--- config.mk ---
export PLATFORM = sky130hd
export DESIGN_NAME = cws_top
export DESIGN_NICKNAME = d
export VERILOG_FILES = /design/src/rtl/cws_pkg.sv /design/src/rtl/cws_hot_table.sv /design/src/rtl/cws_tracker.sv /design/src/rtl/cws_top.sv
export SDC_FILE = /design/constraint.sdc
export NUM_CORES = 1
export LEC_CHECK = 0
export ABC_AREA = 1
export CAP_MARGIN = 20
export CORE_ASPECT_RATIO = 0.8
export CORE_MARGIN = 10
export CORE_UTILIZATION = 42
export CTS_CLUSTER_SIZE = 24
export DETAILED_ROUTE_END_ITERATION = 10
export DONT_BUFFER_PORTS = 1
export GPL_ROUTABILITY_DRIVEN = 0
export HOLD_SLACK_MARGIN = 0.06
export PLACE_DENSITY = 0.68
export REMOVE_ABC_BUFFERS = 1
export SETUP_SLACK_MARGIN = 0.2
export SYNTH_ARGS = -nofsm -noshare
export SYNTH_HDL_FRONTEND = slang
export SYNTH_HIERARCHICAL = 1
export SYNTH_SLANG_ARGS = --single-unit
--- constraint.sdc ---
create_clock -name clk -period 4.2 [get_ports clk]
set_input_delay 0.42 -clock clk [delete_from_list [all_inputs] [get_ports clk]]
set_output_delay 0.42 -clock clk [all_outputs]
set_load 0.02 [all_outputs]
--- src/rtl/cws_pkg.sv ---
package cws_pkg;

    localparam int ADDR_W      = 32;
    localparam int WORD_W      = 32;
    localparam int LINE_WORDS  = 4;
    localparam int SLOTS       = 4;
    localparam int PAGE_LSB    = 12;
    localparam int HOT_ENTRIES = 16;
    localparam int CNT_W       = 4;
    localparam int HOT_LEVEL   = 12;

    // Per-slot tracking state, independent of data widths.
    typedef struct packed {
        logic busy;
        logic hot;
        logic got_fast;
        logic got_slow;
    } slot_state_t;

    // Route chosen for a line request.
    typedef enum logic {
        ROUTE_SPLIT = 1'b0,
        ROUTE_WHOLE = 1'b1
    } route_e;

    function automatic route_e pick_route(input logic hot);
        return hot ? ROUTE_WHOLE : ROUTE_SPLIT;
    endfunction

endpackage

--- src/rtl/cws_hot_table.sv ---
module cws_hot_table
    import cws_pkg::*;
#(
    parameter int ENTRIES = cws_pkg::HOT_ENTRIES,
    parameter int CW      = cws_pkg::CNT_W,
    parameter int LEVEL   = cws_pkg::HOT_LEVEL,
    localparam int IDX_W  = $clog2(ENTRIES)
) (
    input  logic             clk,
    input  logic             rst,
    input  logic [IDX_W-1:0] lk_idx,
    input  logic             bump,
    output logic             is_hot
);

    localparam logic [CW-1:0] CNT_MAX = '1;
    localparam logic [CW-1:0] CNT_HOT = CW'(LEVEL);

    logic [CW-1:0] cnt [ENTRIES];

    always_ff @(posedge clk) begin
        if (rst) begin
            for (int e = 0; e < ENTRIES; e++) cnt[e] <= '0;
        end else if (bump && cnt[lk_idx] != CNT_MAX) begin
            cnt[lk_idx] <= cnt[lk_idx] + 1'b1;
        end
    end

    // Classification uses the count held before this access.
    assign is_hot = (cnt[lk_idx] >= CNT_HOT);

    generate
        for (genvar e = 0; e < ENTRIES; e++) begin : g_chk
            AST_CNT_STEP: assert property (@(posedge clk) disable iff (rst)
                (cnt[e] != $past(cnt[e])) |-> (cnt[e] == CW'($past(cnt[e]) + 1'b1)));
            AST_CNT_SAT: assert property (@(posedge clk) disable iff (rst)
                (bump && lk_idx == IDX_W'(e) && cnt[e] == CNT_MAX) |=> (cnt[e] == CNT_MAX));
        end
    endgenerate

endmodule

--- src/rtl/cws_tracker.sv ---
module cws_tracker
    import cws_pkg::*;
#(
    parameter int NSLOT  = cws_pkg::SLOTS,
    parameter int WW     = cws_pkg::WORD_W,
    parameter int NWORD  = cws_pkg::LINE_WORDS,
    localparam int SW    = $clog2(NSLOT),
    localparam int LW    = WW * NWORD,
    localparam int RW    = LW - WW
) (
    input  logic          clk,
    input  logic          rst,
    // allocation side
    input  logic          alloc,
    input  logic          alloc_hot,
    output logic          free_any,
    output logic [SW-1:0] free_idx,
    // returning halves
    input  logic          fr_valid,
    input  logic [SW-1:0] fr_tag,
    input  logic [LW-1:0] fr_data,
    input  logic          sr_valid,
    input  logic [SW-1:0] sr_tag,
    input  logic [RW-1:0] sr_data,
    // requester side
    output logic          early_valid,
    output logic [SW-1:0] early_slot,
    output logic [WW-1:0] early_word,
    output logic          line_valid,
    output logic [SW-1:0] line_slot,
    output logic [LW-1:0] line_data
);

    slot_state_t   st   [NSLOT];
    logic [LW-1:0] lbuf [NSLOT];

    logic [NSLOT-1:0] busy_v, gotf_v, gots_v, done_v;
    logic             drain_any;
    logic [SW-1:0]    drain_idx;
    logic             fast_take, slow_take;

    always_comb begin
        for (int i = 0; i < NSLOT; i++) begin
            busy_v[i] = st[i].busy;
            gotf_v[i] = st[i].got_fast;
            gots_v[i] = st[i].got_slow;
            done_v[i] = st[i].busy && st[i].got_fast && st[i].got_slow;
        end
    end

    // Lowest free slot for allocation, lowest finished slot for delivery.
    always_comb begin
        free_any  = 1'b0;
        free_idx  = '0;
        drain_any = 1'b0;
        drain_idx = '0;
        for (int i = NSLOT - 1; i >= 0; i--) begin
            if (!busy_v[i]) begin
                free_any = 1'b1;
                free_idx = SW'(i);
            end
            if (done_v[i]) begin
                drain_any = 1'b1;
                drain_idx = SW'(i);
            end
        end
    end

    assign fast_take = fr_valid && busy_v[fr_tag] && !gotf_v[fr_tag];
    assign slow_take = sr_valid && busy_v[sr_tag] && !gots_v[sr_tag];

    always_ff @(posedge clk) begin
        if (rst) begin
            for (int i = 0; i < NSLOT; i++) st[i] <= '0;
        end else begin
            for (int i = 0; i < NSLOT; i++) begin
                if (drain_any && drain_idx == SW'(i)) begin
                    st[i] <= '0;
                end else if (alloc && free_idx == SW'(i)) begin
                    st[i].busy     <= 1'b1;
                    st[i].hot      <= alloc_hot;
                    st[i].got_fast <= 1'b0;
                    st[i].got_slow <= 1'b0;
                end else begin
                    if (fast_take && fr_tag == SW'(i)) st[i].got_fast <= 1'b1;
                    if (slow_take && sr_tag == SW'(i)) st[i].got_slow <= 1'b1;
                end
            end
        end
    end

    // Line assembly: fast half fills word 0 (or all of a hot line),
    // slow half fills the remaining words of a cold line only.
    always_ff @(posedge clk) begin
        for (int i = 0; i < NSLOT; i++) begin
            if (fast_take && fr_tag == SW'(i)) begin
                if (st[i].hot) lbuf[i] <= fr_data;
                else           lbuf[i][WW-1:0] <= fr_data[WW-1:0];
            end
            if (slow_take && sr_tag == SW'(i) && !st[i].hot) begin
                lbuf[i][LW-1:WW] <= sr_data;
            end
        end
    end

    always_ff @(posedge clk) begin
        if (rst) begin
            early_valid <= 1'b0;
            line_valid  <= 1'b0;
        end else begin
            early_valid <= fast_take;
            line_valid  <= drain_any;
        end
    end

    always_ff @(posedge clk) begin
        early_slot <= fr_tag;
        early_word <= fr_data[WW-1:0];
        line_slot  <= drain_idx;
        line_data  <= lbuf[drain_idx];
    end

    AST_EARLY_AFTER_FAST: assert property (@(posedge clk) disable iff (rst)
        early_valid |-> $past(fr_valid));
    AST_LINE_SLOT_FREED: assert property (@(posedge clk) disable iff (rst)
        line_valid |-> !busy_v[line_slot]);
    AST_ALLOC_INTO_FREE: assert property (@(posedge clk) disable iff (rst)
        alloc |-> !busy_v[free_idx]);
    AST_FAST_TAG_LIVE: assert property (@(posedge clk) disable iff (rst)
        fr_valid |-> (busy_v[fr_tag] && !gotf_v[fr_tag]));
    AST_SLOW_TAG_LIVE: assert property (@(posedge clk) disable iff (rst)
        sr_valid |-> (busy_v[sr_tag] && !gots_v[sr_tag]));

endmodule

--- src/rtl/cws_top.sv ---
module cws_top
    import cws_pkg::*;
#(
    parameter int AW       = cws_pkg::ADDR_W,
    parameter int WW       = cws_pkg::WORD_W,
    parameter int NWORD    = cws_pkg::LINE_WORDS,
    parameter int NSLOT    = cws_pkg::SLOTS,
    parameter int PG_LSB   = cws_pkg::PAGE_LSB,
    parameter int NHOT     = cws_pkg::HOT_ENTRIES,
    parameter int CW       = cws_pkg::CNT_W,
    parameter int LEVEL    = cws_pkg::HOT_LEVEL,
    localparam int SW      = $clog2(NSLOT),
    localparam int LW      = WW * NWORD,
    localparam int RW      = LW - WW,
    localparam int OFF_W   = $clog2(LW / 8),
    localparam int LA_W    = AW - OFF_W,
    localparam int IDX_W   = $clog2(NHOT),
    localparam int IDX_LSB = PG_LSB - OFF_W
) (
    input  logic            clk,
    input  logic            rst,
    input  logic            req_valid,
    output logic            req_ready,
    input  logic [LA_W-1:0] req_line,
    output logic [SW-1:0]   req_slot,
    output logic            fast_req_valid,
    input  logic            fast_req_ready,
    output logic [LA_W-1:0] fast_req_line,
    output logic [SW-1:0]   fast_req_tag,
    output logic            fast_req_full,
    output logic            slow_req_valid,
    input  logic            slow_req_ready,
    output logic [LA_W-1:0] slow_req_line,
    output logic [SW-1:0]   slow_req_tag,
    output logic            slow_req_null,
    input  logic            fast_rsp_valid,
    input  logic [SW-1:0]   fast_rsp_tag,
    input  logic [LW-1:0]   fast_rsp_data,
    input  logic            slow_rsp_valid,
    input  logic [SW-1:0]   slow_rsp_tag,
    input  logic [RW-1:0]   slow_rsp_data,
    output logic            early_valid,
    output logic [SW-1:0]   early_slot,
    output logic [WW-1:0]   early_word,
    output logic            line_valid,
    output logic [SW-1:0]   line_slot,
    output logic [LW-1:0]   line_data
);

    logic          free_any;
    logic [SW-1:0] free_idx;
    logic          page_hot;
    logic          fire;
    route_e        route;

    cws_hot_table #(
        .ENTRIES (NHOT),
        .CW      (CW),
        .LEVEL   (LEVEL)
    ) u_hot (
        .clk    (clk),
        .rst    (rst),
        .lk_idx (req_line[IDX_LSB +: IDX_W]),
        .bump   (fire),
        .is_hot (page_hot)
    );

    cws_tracker #(
        .NSLOT (NSLOT),
        .WW    (WW),
        .NWORD (NWORD)
    ) u_trk (
        .clk         (clk),
        .rst         (rst),
        .alloc       (fire),
        .alloc_hot   (page_hot),
        .free_any    (free_any),
        .free_idx    (free_idx),
        .fr_valid    (fast_rsp_valid),
        .fr_tag      (fast_rsp_tag),
        .fr_data     (fast_rsp_data),
        .sr_valid    (slow_rsp_valid),
        .sr_tag      (slow_rsp_tag),
        .sr_data     (slow_rsp_data),
        .early_valid (early_valid),
        .early_slot  (early_slot),
        .early_word  (early_word),
        .line_valid  (line_valid),
        .line_slot   (line_slot),
        .line_data   (line_data)
    );

    // Both children leave together or not at all.
    assign req_ready = fast_req_ready && slow_req_ready && free_any;
    assign fire      = req_valid && req_ready;
    assign req_slot  = free_idx;
    assign route     = pick_route(page_hot);

    assign fast_req_valid = fire;
    assign fast_req_line  = req_line;
    assign fast_req_tag   = free_idx;
    assign fast_req_full  = (route == ROUTE_WHOLE);

    assign slow_req_valid = fire;
    assign slow_req_line  = req_line;
    assign slow_req_tag   = free_idx;
    assign slow_req_null  = (route == ROUTE_WHOLE);

    AST_FULL_STALL: assert property (@(posedge clk) disable iff (rst)
        !free_any |-> (!fast_req_valid && !slow_req_valid));
    AST_QUEUE_STALL: assert property (@(posedge clk) disable iff (rst)
        (!fast_req_ready || !slow_req_ready) |-> !req_ready);
    AST_EARLY_NOT_STUCK: assert property (@(posedge clk) disable iff (rst)
        early_valid |=> (!early_valid || $past(fast_rsp_valid)));

endmodule

==> results_dict.tcl <==
set metrics [dict create \
    drive_above_1_share_pct 7.02 \
    first_pass_iters 6 \
    cts_sinks 758 \
    syn_to_final_growth_pct 17.8 \
    start_util_pct 42.6 \
    pre_cts_ws_ns 1.17 \
    grt_pass1_vias 27585 \
    clock_latency_ns 0.67 \
    grtUsageTotal_pct 24.4 \
    instances_no_fill 4606 \
    netlist_area_mm2 0.0337 \
    die_area_mm2 0.0921 \
    required_ns 4.74 \
    hold_class "input pin to flip-flop" \
    place_inst 4122 \
    max_freq_mhz 276 \
    outcome "complete, no violations" \
    cp-end-kind "flip-flop" \
    final_max_slew_viol_count 0 \
    leakagePower_nw 15.3 \
    wl_per_cell_um 25.4 \
    clockRootBuffer "clkbuf_16" \
    path_class "flip-flop to flip-flop" \
    peakVddDrop_mv 0.358 \
    max_slew.worst_pin.slew_ns 1.17 \
    rsz0062_at_grt "false" \
    critPathMaxFanout 52 \
    finalNetCount 3757 \
    netlist_instances 3363 \
    yosys_warnings 6 \
    ant_nets 0 \
    rows 92 \
    dieWidth_um 337 \
    grt_pass1_wl_um 173000 \
    antenna_found_initial 9 \
    layout_setup_ws_ns 0.575 \
    port_buffers 0 \
    yosysSeqAreaShare_pct 62.6 \
    fillers 6879 \
    fin_crit_sh_pct 86.3 \
    syn_area_per_cell_um2 10.0 \
    htreeDepth 3 \
    async_flop_share_pct 0 \
    worst_setup_path_start_kind "flip-flop" \
    path_clk_slew_ns 0.06 \
    synth.distinct_cells 32 \
    die_y_um 273 \
    grt_overflow_total 0 \
    core_area_mm2 0.0792 \
    timing.slew.headroom_pct 22.3 \
    grtUsageMet2_pct 39.3 \
    postCtsSetupBuffers 0 \
    setup_viol 0 \
    clk_path_buf_depth 3 \
    dp_hpwl_um 63200 \
    cap_violations 0 \
    grt_max_degree 146 \
    grt.busiest_layer "met2" \
    hold_viol 0 \
    wl_um 117000 \
    p_per_area_mw_per_mm2 417 \
    grt_use_met3_pct 6.95 \
    clock_skew_ns 0.0205 \
    drt_iter0_markers 3614 \
    vias 28087 \
    worst_ep_arrival_time_ns 4.16 \
    numCtsBuffers 78 \
    fin_tns_setup_ns 0 \
    min_period_ns 3.63 \
    drc_errors 0 \
    via_per_inst 6.10 \
    synth_edf_count 592 \
    synth_seq_cells 758 \
    cts_tree "yes" \
    synth-main-ff-cell "edfxtp_1" \
    io_pins 496 \
    met1_usage_pct 31.2 \
]
-- stage by stage --
step           cell area (µm²)  utilization [%]  hold WS (ns)  total power [mW]
6_report                 39700             50.2         0.142              16.6
2_1_floorplan            31800                -         0.444              9.17
3_5_place_dp             34000             42.9         0.448              9.55
4_1_cts                  39700             50.1        0.0782              16.6
3_3_place_gp             34000             42.9         0.448              9.54
5_1_grt                  39700             50.1         0.127              17.1
-- routing by layer --
metal,up-vias,wire length [µm]
li1,12203,-
met1,13396,44100
met2,2150,54300
met3,334,15000
met4,4,3580
met5,-,14
-- logic make-up after synthesis --
family,Yosys count,synth area share (%)
adders and majority gates,1,0.0371
buffers and inverters,400,6.38
xor gates and xnor gates,1,0.0817
and+or+nand+nor,2197,30.8
AOI/OAI and AO/OA,6,0.0928
DFF,758,62.6
-- cells in the mapped netlist, types with 2 or more instances --
cell / count / area [µm²]
nand2_1: 1112 / 4170
edfxtp_1: 592 / 17800
nand4_1: 520 / 3250
nand3_1: 423 / 2120
dfxtp_1: 166 / 3320
clkbuf_1: 155 / 582
nor2_1: 98 / 368
buf_4: 77 / 578
inv_1: 47 / 176
buf_6: 38 / 428
buf_1: 37 / 139
buf_2: 34 / 170
nor2_2: 13 / 81.3
nand3_4: 11 / 193
inv_2: 9 / 33.8
nand2_2: 6 / 37.5
nand4_2: 4 / 50.1
nor2_4: 3 / 33.8
o21ai_0: 3 / 15.0
nand3_2: 2 / 20.0
nor3_1: 2 / 10.0
-- worst max-delay path, stage by stage, from the launching register on --
cell and delay [ns]:
edfxtp_1 0.50, nand2_1 0.14, nand2_1 0.06, nand2_1 0.05
nand2_1 0.25, nand4_4 0.21, buf_4 0.60, buf_4 0.68
nand2_1 0.17, nand2_1 0.13, dlygate4sd3_1 0.55
-- power by group --
part / internal (mW) / leakage [nW] / switching [mW]
sequential: 8.27 / 6.85 / 0.182
clock: 3.67 / 1.21 / 3.10
combinational: 0.438 / 7.23 / 0.890
total: 12.4 / 15.3 / 4.17
-- cells in the final DEF, fill, tap and decap left out, types with 21 or more instances in the layout --
cell type         n
dfxtp_1         166
buf_12           21
clkbuf_16        78
edfxtp_1        592
nand4_1         520
dlygate4sd3_1   324
buf_4            48
clkbuf_1         23
nor2_1           96
inv_1            45
nand3_1         422
nand2_1        1106
-- final timing paths --
check	start	end	slack, ns	depth (start not counted)
min	rst	u_trk/st[3][3]$_DFFE_PP_	0.14	3
min reg2reg	u_trk/lbuf[2][100]$_DFFE_PP_	u_trk/line_data[100]$_DFF_P_	0.46	2
max	u_trk/st[0][3]$_SDFFCE_PN0P_	u_trk/lbuf[1][105]$_DFFE_PP_	0.57	10
max reg2reg	u_trk/st[0][3]$_SDFFCE_PN0P_	u_trk/lbuf[1][105]$_DFFE_PP_	0.57	10
-- sequential cells by signal, summed over array words and instances (netlist names) --
register,flops
u_trk/early_valid,1
u_trk/line_slot,2
u_trk/st,16
u_trk/line_data,128
u_trk/line_valid,1
u_hot/cnt,64
u_trk/early_slot,2
u_trk/early_word,32
u_trk/lbuf,512
-- final cells by class --
type,count,area [µm²],area share (%)
antenna,13,32.5,0.0819
clock buffer,106,2110,5.30
clock inverter,40,350,0.882
inverter,57,239,0.602
multi-input combinational,2205,10600,26.6
sequential,758,21100,53.1
tap,1034,1290,3.26
timing repair buffer,393,4020,10.1
-- timing repair --
| action | in CTS | in global routing |
|---|---|---|
| hold buffers | 324 | 0 |
| hold endpoints to repair | 558 | 0 |
| resized for setup | 0 | 0 |
(Power assumes the default switching activity.)
